==> src/rtl/dmarpt_pkg.sv <==
package dmarpt_pkg;
  localparam logic [2:0] CFG_SRC  = 3'd0;
  localparam logic [2:0] CFG_DST  = 3'd1;
  localparam logic [2:0] CFG_TOT  = 3'd2;
  localparam logic [2:0] CFG_LEN  = 3'd3;
  localparam logic [2:0] CFG_CTRL = 3'd4;
  localparam logic [2:0] CFG_STAT = 3'd5;

  localparam logic [1:0] SIDE_SRC = 2'd1;
  localparam logic [1:0] SIDE_DST = 2'd2;

  // strobes from control to datapath
  typedef struct packed {
    logic load;  // copy programmed values into working registers
    logic step;  // advance after a descriptor handshake
  } dp_strobe_t;

  function automatic logic [2:0] unitBytes(input logic [1:0] code);
    case (code)
      2'd0:    return 3'd1;
      2'd1:    return 3'd2;
      default: return 3'd4;
    endcase
  endfunction
endpackage

==> src/rtl/dmarpt_datapath.sv <==
module dmarpt_datapath
  import dmarpt_pkg::*;
#(
  parameter int AW = 32,
  parameter int CW = 32,
  parameter int RW = 16
) (
  input  logic          clk,
  input  logic          rstN,
  input  logic          cfgWe,
  input  logic [2:0]    cfgAddr,
  input  logic [31:0]   cfgWdata,
  input  dp_strobe_t    strobe,
  input  logic [1:0]    sizeCode,
  input  logic [1:0]    side,
  output logic [AW-1:0] srcAddr,
  output logic [AW-1:0] dstAddr,
  output logic          repLast,
  output logic          totLast
);
  localparam int RCW = RW + 1;

  logic [AW-1:0]  srcStartQ, dstStartQ, srcQ, dstQ;
  logic [CW-1:0]  totCfgQ, totQ;
  logic [RW-1:0]  lenCfgQ;
  logic [RCW-1:0] repQ, lenUnits;
  logic           freeRunQ;
  logic [2:0]     unit;

  assign unit     = unitBytes(sizeCode);
  assign lenUnits = (lenCfgQ == '0) ? {1'b1, {RW{1'b0}}} : {1'b0, lenCfgQ};
  assign repLast  = (repQ == RCW'(1));
  assign totLast  = !freeRunQ && (totQ <= CW'(unit));
  assign srcAddr  = srcQ;
  assign dstAddr  = dstQ;

  always_ff @(posedge clk or negedge rstN) begin
    if (!rstN) begin
      srcStartQ <= '0;
      dstStartQ <= '0;
      totCfgQ   <= '0;
      lenCfgQ   <= '0;
    end else if (cfgWe) begin
      case (cfgAddr)
        CFG_SRC: srcStartQ <= AW'(cfgWdata);
        CFG_DST: dstStartQ <= AW'(cfgWdata);
        CFG_TOT: totCfgQ   <= CW'(cfgWdata);
        CFG_LEN: lenCfgQ   <= cfgWdata[RW-1:0];
        default: ;
      endcase
    end
  end

  always_ff @(posedge clk or negedge rstN) begin
    if (!rstN) begin
      srcQ     <= '0;
      dstQ     <= '0;
      totQ     <= '0;
      repQ     <= '0;
      freeRunQ <= 1'b0;
    end else if (strobe.load) begin
      srcQ     <= srcStartQ;
      dstQ     <= dstStartQ;
      totQ     <= totCfgQ;
      repQ     <= lenUnits;
      freeRunQ <= (totCfgQ == '0);
    end else if (strobe.step) begin
      srcQ <= (side == SIDE_SRC && repLast) ? srcStartQ : srcQ + AW'(unit);
      dstQ <= (side == SIDE_DST && repLast) ? dstStartQ : dstQ + AW'(unit);
      repQ <= repLast ? lenUnits : repQ - RCW'(1);
      if (!freeRunQ) totQ <= totQ - CW'(unit);
    end
  end
endmodule

==> src/rtl/dmarpt_control.sv <==
module dmarpt_control
  import dmarpt_pkg::*;
(
  input  logic        clk,
  input  logic        rstN,
  input  logic        cfgWe,
  input  logic [2:0]  cfgAddr,
  input  logic [31:0] cfgWdata,
  input  logic        reqValid,
  input  logic        descReady,
  input  logic        repLast,
  input  logic        totLast,
  output dp_strobe_t  strobe,
  output logic        reqReady,
  output logic        descValid,
  output logic        chEnable,
  output logic        endFlag,
  output logic        doneFlag,
  output logic        irq,
  output logic [1:0]  sizeCode,
  output logic [1:0]  side
);
  logic       enQ, busyQ, blockDoneQ, endFlagQ, doneFlagQ, stopIeQ, endIeQ;
  logic [1:0] sizeQ, sideQ;
  logic       ctrlWr, statWr, accept, stopNow, handshake;

  assign ctrlWr    = cfgWe && (cfgAddr == CFG_CTRL);
  assign statWr    = cfgWe && (cfgAddr == CFG_STAT);
  assign reqReady  = enQ && !busyQ;
  assign accept    = reqValid && reqReady;
  assign stopNow   = accept && blockDoneQ && stopIeQ;
  assign handshake = busyQ && descReady;

  assign strobe.load = ctrlWr && cfgWdata[0] && !enQ;
  assign strobe.step = handshake;

  assign descValid = busyQ;
  assign chEnable  = enQ;
  assign endFlag   = endFlagQ;
  assign doneFlag  = doneFlagQ;
  assign irq       = endFlagQ && endIeQ;
  assign sizeCode  = (sizeQ == 2'd3) ? 2'd2 : sizeQ;
  assign side      = sideQ;

  always_ff @(posedge clk or negedge rstN) begin
    if (!rstN) begin
      enQ        <= 1'b0;
      busyQ      <= 1'b0;
      blockDoneQ <= 1'b0;
      endFlagQ   <= 1'b0;
      doneFlagQ  <= 1'b0;
      stopIeQ    <= 1'b0;
      endIeQ     <= 1'b0;
      sizeQ      <= 2'd0;
      sideQ      <= 2'd0;
    end else begin
      if (stopNow || (handshake && totLast)) enQ <= 1'b0;
      if (ctrlWr) begin
        enQ     <= cfgWdata[0];
        sizeQ   <= cfgWdata[2:1];
        sideQ   <= cfgWdata[4:3];
        stopIeQ <= cfgWdata[5];
        endIeQ  <= cfgWdata[6];
      end

      if (accept && !stopNow) busyQ <= 1'b1;
      else if (handshake)     busyQ <= 1'b0;

      if (strobe.load || accept)    blockDoneQ <= 1'b0;
      else if (handshake && repLast) blockDoneQ <= 1'b1;

      if (stopNow)                      endFlagQ <= 1'b1;
      else if (statWr && cfgWdata[0])   endFlagQ <= 1'b0;

      if (handshake && totLast)         doneFlagQ <= 1'b1;
      else if (statWr && cfgWdata[1])   doneFlagQ <= 1'b0;
    end
  end
endmodule

==> src/rtl/dma_repeat_seq.sv <==
module dma_repeat_seq
  import dmarpt_pkg::*;
#(
  parameter int AW = 32,
  parameter int CW = 32,
  parameter int RW = 16
) (
  input  logic          clk,
  input  logic          rstN,
  input  logic          cfgWe,
  input  logic [2:0]    cfgAddr,
  input  logic [31:0]   cfgWdata,
  input  logic          reqValid,
  output logic          reqReady,
  output logic          descValid,
  input  logic          descReady,
  output logic [AW-1:0] descSrc,
  output logic [AW-1:0] descDst,
  output logic [1:0]    descSize,
  output logic          chEnable,
  output logic          endFlag,
  output logic          doneFlag,
  output logic          irq
);
  dp_strobe_t strobe;
  logic       repLast, totLast;
  logic [1:0] side;

  dmarpt_control u_ctl (
    .clk(clk), .rstN(rstN), .cfgWe(cfgWe), .cfgAddr(cfgAddr), .cfgWdata(cfgWdata),
    .reqValid(reqValid), .descReady(descReady), .repLast(repLast), .totLast(totLast),
    .strobe(strobe), .reqReady(reqReady), .descValid(descValid), .chEnable(chEnable),
    .endFlag(endFlag), .doneFlag(doneFlag), .irq(irq), .sizeCode(descSize), .side(side)
  );

  dmarpt_datapath #(.AW(AW), .CW(CW), .RW(RW)) u_dp (
    .clk(clk), .rstN(rstN), .cfgWe(cfgWe), .cfgAddr(cfgAddr), .cfgWdata(cfgWdata),
    .strobe(strobe), .sizeCode(descSize), .side(side),
    .srcAddr(descSrc), .dstAddr(descDst), .repLast(repLast), .totLast(totLast)
  );
endmodule

==> config.mk <==
export PLATFORM = sky130hd
export DESIGN_NAME = dma_repeat_seq
export DESIGN_NICKNAME = d
export VERILOG_FILES = /design/src/rtl/dmarpt_pkg.sv /design/src/rtl/dmarpt_datapath.sv /design/src/rtl/dmarpt_control.sv /design/src/rtl/dma_repeat_seq.sv
export SDC_FILE = /design/constraint.sdc
export NUM_CORES = 1
export LEC_CHECK = 0
export BUFFER_PORTS_ARGS = -buffer_cell sky130_fd_sc_hd__buf_2
export CORE_MARGIN = 3
export CORE_UTILIZATION = 54
export CTS_CLUSTER_SIZE = 20
export DETAILED_ROUTE_END_ITERATION = 16
export PLACE_DENSITY = 0.86
export SYNTH_ARGS = -nofsm -noshare
export SYNTH_HDL_FRONTEND = slang
export SYNTH_HIERARCHICAL = 1
export SYNTH_SLANG_ARGS = --single-unit
export TNS_END_PERCENT = 5
==> constraint.sdc <==
create_clock -name clk -period 2.35 [get_ports clk]
set_input_delay 0.3525 -clock clk [delete_from_list [all_inputs] [get_ports clk]]
set_output_delay 0.3525 -clock clk [all_outputs]
set_load 0.1 [all_outputs]
After elaboration in Yosys (flattened, before gate mapping). Cells that the tools add are included.

Flip-flop bits (word level): 237. Input bits: 40. Output and inout port bits: 72.

Add/sub/neg operators: 4. Magnitude comparators: 1. Equality and inequality tests: 11. Multiplexer cells: 25. Reductions and logical operators: 39.

Operators with widths (number): $mux 32 (9); $mux 17 (4); $add 32x3->32 (2); $le 32x3->1 (1); $logic_not 32->1 (1); $sub 32x3->32 (1); $logic_and 1x1->1 (18); $eq 17x1->1 const B (1); $sub 17x1->17 const B (1); $logic_not 16->1 (1); $reduce_bool 2->1 (6); $mux 1 (10); $reduce_and 2->1 (5); $eq 3x2->1 const B (2); $eq 3x3->1 const B (2); $pmux 3 s2 (1); $eq 2x1->1 const B (2); $eq 2x2->1 const B (2); $logic_not 1->1 (4); $eq 3x1->1 const B (1); $logic_not 3->1 (1); $logic_not 2->1 (1); $logic_or 1x1->1 (2); $mux 2 (1); $ne 2x2->1 const B (1).

Longest topological paths before layout.
Word-level depth: 10. Gate-level depth with buffers: 12. Gate-level depth less buffers: 11.

Cells and area by module. Netlist, hierarchy kept.

Modules (own cells, without submodules): dmarpt_datapath (times used 1, cells an instance 1145, area each 11493.5 um^2, seq. area each 5655.4 um^2); dmarpt_control (times used 1, cells an instance 40, area each 514.2 um^2, seq. area each 275.3 um^2).

Worst setup path before layout. OpenSTA, ideal clock, no wires.

Path kind: reg2reg. From: register u_ctl.sizeQ[1]. To: register u_dp.dstQ[25] (netlist: u_dp/dstAddr[25]). Arrival time: 4060 ps. Required time: 2286 ps. Path slack: -1774 ps. Cell stages (with the launch flop): 11. Path buffers: 0. Cells stage by stage: dfrtp_1 nor2b_1 nand2_1 inv_1 ha_1 a21o_1 a21oi_1 nor4_2 or3b_2 a31oi_1 a21o_1.

Word-level cells in the longest chain between the ends: 8. Elaborated cells between the ends (all ways): 9. Those cells by class: add/sub: 1; eq/ne: 2; mux: 5; reduce/logical: 1.

Ends and longest elaborated chain: from (decl) (line dmarpt_control.sv:24) `logic [1:0] sizeQ, sideQ;`; from (signal assigned) (line dmarpt_control.sv:60) `sizeQ <= cfgWdata[2:1];`; $eq 2x2->1 * (line dmarpt_control.sv:42) `assign sizeCode = (sizeQ == 2'd3) ? 2'd2 : sizeQ;`; $mux 2 * (line dmarpt_control.sv:42); named net descSize[0] (line dma_repeat_seq.sv:19) `output logic [1:0] descSize,`; $eq 2x1->1 or $logic_not 2->1 (tied branches) (line dmarpt_pkg.sv:19) `case (code)`; $pmux 3 s2 * (line dmarpt_pkg.sv:19); $add 32x3->32 * (line dmarpt_datapath.sv:69) `dstQ <= (side == SIDE_DST && repLast) ? dstStartQ : dstQ + AW'(unit);`; $mux 32 * (line dmarpt_datapath.sv:69); $mux 32 * (line dmarpt_datapath.sv:67) `end else if (strobe.step) begin`; $mux 32 * (line dmarpt_datapath.sv:61) `end else if (strobe.load) begin`; to (signal assigned) (line dmarpt_datapath.sv:63) `dstQ <= dstStartQ;`; to (signal assigned) (line dmarpt_datapath.sv:69); to (decl) (line dmarpt_datapath.sv:23) `logic [AW-1:0] srcStartQ, dstStartQ, srcQ, dstQ;`.

Mark *: on every way through the listed nets, which the timed path passes. The rest lies on a longest branch. The select of a mux whose other input is x is not followed. A chain may end at the register's enable or synchronous reset.

Final worst setup path.
From: register u_ctl.sizeQ[0]. To: register u_dp.dstQ[24] (netlist: u_dp/dstAddr[24]).

Word-level cells in the longest chain between the ends: 8. Elaborated cells between the ends (all ways): 9. Those cells by class: add/sub: 1; eq/ne: 2; mux: 5; reduce/logical: 1.

Ends and longest elaborated chain (line): $eq 2x2->1 (dmarpt_control.sv:42); $mux 2 * (dmarpt_control.sv:42); $eq 2x1->1 or $logic_not 2->1 (tied branches) (dmarpt_pkg.sv:19); $pmux 3 s2 * (dmarpt_pkg.sv:19); $add 32x3->32 * (dmarpt_datapath.sv:69); $mux 32 * (dmarpt_datapath.sv:69); $mux 32 * (dmarpt_datapath.sv:67); $mux 32 * (dmarpt_datapath.sv:61).

Mark *: on every way between the ends. The rest lies on a longest branch, timed or not. The select of a mux whose other input is x is not followed.

==> flow_summary_export.csv <==
group,metric,value,unit
worst_setup_path,arrival,2.95,ns
cts,clkLatencyLatePin,0.52,ns
worst_setup_path,worst-setup-path-type,"register to register",
worst_setup_path,path_cells,"nor2b_4 -> nor2_4 -> ha_4 -> inv_2 -> fa_2 -> nor2b_2 -> o211ai_1 -> buf_4 -> nor3_4 -> buf_4 -> nand2_1 -> o22ai_1 -> a21oi_1",
floorplan,die_width,155,um
route,avgViaCountPerCell,6.53,
worst_setup_path,sort_of_element_at_the_end_of_the_critical_path,"register",
placed_design,count_of_placed_standard_cells_including_taps,1624,
synthesis,synth_area_leaders,"dfrtp_1, mux2_2, o21ai_0, nand2_1, a21oi_1",
synthesis,yosysMostFrequentCell,"dfrtp_1",
placed_design,area_after_detailed_placement,13800,sq um
route,drc,0,
synthesis,synth_nets,1239,
layout,layout-drive-gt1-share,0.345,
cts,cts_tree,"yes",
layout,n_fill_cell,1442,
worst_setup_path,path_common_cell,"buf_4",
power,peakVddDrop,1.50,mV
cts,htree_num_levels,1,
route,dr.pass1.iters,6,
global_route,grt_antenna_before_repair,0,
worst_setup_path,timing.critical_path.from_type,"register",
floorplan,initial_core_util,0.561,
worst_setup_path,reg2reg_slack,-0.20,ns
global_route,groute.usage.overall,0.301,
layout,final-seq-area,5940,sq um
min_path,min-delay-start,"reqValid",
synthesis,synthesis.yosys.warnings,6,
route,routed_wl,37100,um
timing,clock.fmax,392,MHz
power,cellLeakagePower,0.00645,uW
status,violations,"negative setup slack",
worst_setup_path,cp_top_family,"simple AND/OR/NAND/NOR gates",
synthesis,synth_enable_flop_cells,0,
worst_setup_path,timing.rr.start,"u_ctl/sizeQ[0]",
cts,clock-sinks,237,
placed_design,port-buffer-count,111,
timing,period_needed,2.55,ns
min_path,min_delay_worst_endpoint,"u_ctl/descValid",
layout,multi_input_comb_area,6150,sq um
synthesis,yosysTopAreaCell,"dfrtp_1",
floorplan,top_level_ports,112,
synthesis,yosysUniqueCellTypes,75,
route,ant_nets,0,
floorplan,fp.dieH,155,um
timing,timing.final.max_slew_violations,0,
timing,timing_hold_violations_final,0,
synthesis,synth_area,12000,sq um
route,avgRoutedWirePerCell,22.3,um
floorplan,standard_cell_rows,53,
layout,finalInstanceArea,14900,sq um
global_route,number_of_global_route_vias_before_repair,10900,
synthesis,proportion_of_synthesized_chip_area_in_sequential_cells,0.494,
placed_design,gp_congestion,0.953,
worst_setup_path,regToRegEndpoint,"u_dp/dstAddr[24]",
min_path,whs_path_depth,2,
route,routed-via-count,10900,
layout,antenna_cells,0,
placed_design,hpwl,25600,um
worst_setup_path,r2r_cells,13,
layout,nets,1431,
timing,final_min_period_over_clock_period,1.09,
timing,finClkSkew,0.0115,ns
synthesis,dominantRegCellSynth,"dfrtp_1",
worst_setup_path,critPathMaxFanout,5,
worst_setup_path,crit_buf_inv,3,
timing,setup_viol,26,
timing,grt_setup_unrepaired,"yes",
worst_setup_path,slowest_delay,0.38,ns
timing,timing.final.ws_setup,-0.200,ns
synthesis,postSynthCellCount,1185,
global_route,grt_start_max_net_pins,70,
synthesis,synthesis.area_per_instance,10.1,sq um
cts,clk_pin_slew,0.06,ns
global_route,grt_first_pass_wirelength,58400,um
power,power_per_cell_area,1130,nW/um^2
layout,final_cells,1666,
job,cap_viol_max_count,0,
synthesis,yosysTopAreaCellShare,0.494,
timing,maxSlewHeadroom,0.364,
floorplan,die_area,24100,sq um
timing,tightestPinTransition,0.954,ns
synthesis,ys_async_sr_fraction,1.00,
placed_design,pre_cts_ws,-0.250,ns
floorplan,core-area,21400,sq um
cts,cts.path.max_buffers,3,
worst_setup_path,timing.critical_path.slowest_stage_cell,"dfrtp_1",
synthesis,commonest_cells_post_synth,"dfrtp_1, mux2_2, nand2_1",
synthesis,synth-seq-cells,237,
layout,areaGrowthSynthToFinish,24.3,%
status,outcome,"finished with violations",
worst_setup_path,cp_data_required_time,2.75,ns
cts,cts_buffers,24,
min_path,worst_hold_path_type,"input pin to register",
cts,ctsRootBufferMaster,"clkbuf_16",
route,starting_drc_count_in_detailed_routing,1126,
global_route,global_route.overflow_total,0,
==> metrics by stage <==
stage	total power (uW)	util	TNS, ns	hold WS (ns)
after global routing	17500	0.697	-7.48	0.128
after global placement	12300	0.645	-0.610	0.274
final	16800	0.697	-1.92	0.117
after detailed placement	12600	0.645	-3.16	0.277
after floorplan	10500	-	-17.67	0.0569
after CTS	16600	0.689	-1.32	0.101
==> report_power, final <==
group,switching [uW],internal (uW)
combinational,4580,2140
sequential,1070,5150
clock,1580,2310
==> area by class of cell <==
type | instances | area share
repair buffers | 231 | 0.108
multi-input cells | 860 | 0.412
well taps | 275 | 0.0231
flip-flops and latches | 237 | 0.398
inverters | 23 | 0.00595
clock inverters | 5 | 0.00545
clock buffers | 35 | 0.0478
==> logic make-up (layout without fill, tap and decap cells) <==
logic type               Yosys count  after routing  share of synthesized area
adder cells (fa/ha/maj)           14             14                     0.0165
buffers and inverters             88            294                     0.0296
flip-flops                       237            237                      0.494
multiplexers                     126            126                      0.117
XOR/XNOR                          29             29                     0.0212
AO/OA/AOI/OAI                    276            276                      0.141
AND/OR/NAND/NOR                  415            415                      0.181
==> layout by cell type, fill, tap and decap left out, types with 25 or more instances in the layout <==
cell type    n
dfrtp_1    231
mux2_2     118
buf_2      110
nand2_1    106
buf_4      103
a21oi_1     75
o21ai_0     74
nor2_1      73
nand3_1     40
nor3_1      27
clkbuf_16   25
==> registers in the layout (all words and copies together) (netlist names), 16 cells and up <==
name,cells
u_dp/totCfgQ,32
u_dp/repQ,17
u_dp/srcStartQ,32
u_dp/srcAddr,32
u_dp/totQ,32
u_dp/dstAddr,32
u_dp/dstStartQ,32
u_dp/lenCfgQ,16
==> worst register-to-register path, delay by kind of cell (launching register included) <==
kind	cells	cell delay, ns
and+or+nand+nor	5	0.68
adders and majority gates	2	0.51
AOI/OAI and AO/OA	3	0.45
buffers and inverters	3	0.42
DFF	1	0.38
==> worst max path at each step <==
stage	start	to	depth (start not counted)
5_1_grt	u_ctl/sizeQ[0]	u_dp/dstAddr[30]	12
2_1_floorplan	u_dp/dstAddr[15]	u_dp/dstAddr[31]	6
4_1_cts	u_ctl/sizeQ[0]	u_dp/dstAddr[24]	13
6_report	u_ctl/sizeQ[0]	u_dp/dstAddr[24]	13
3_5_place_dp	u_ctl/sizeQ[1]	u_dp/srcAddr[16]	10
3_3_place_gp	u_ctl/sizeQ[1]	u_dp/dstAddr[20]	11
==> routing by layer <==
| layer | vias to the layer above | track usage | share of wire |
|---|---|---|---|
| met4 | 0 | 0.118 | 0.041 |
| met5 | - | 0 | 0 |
| met1 | 5344 | 0.382 | 0.38 |
| met3 | 140 | 0.0554 | 0.086 |
| met2 | 653 | 0.515 | 0.50 |
| li1 | 4734 | - | - |
==> what timing repair did <==
action / 4_1_cts / 5_1_grt
pin swaps: 8 / 12
buffers inserted: 1 / 0
resized for setup: 30 / 50
hold buffers: 1 / 0
hold endpoints to repair: 39 / 0
setup endpoints to repair: 54 / 104
Power figures use the tool's default switching activity.
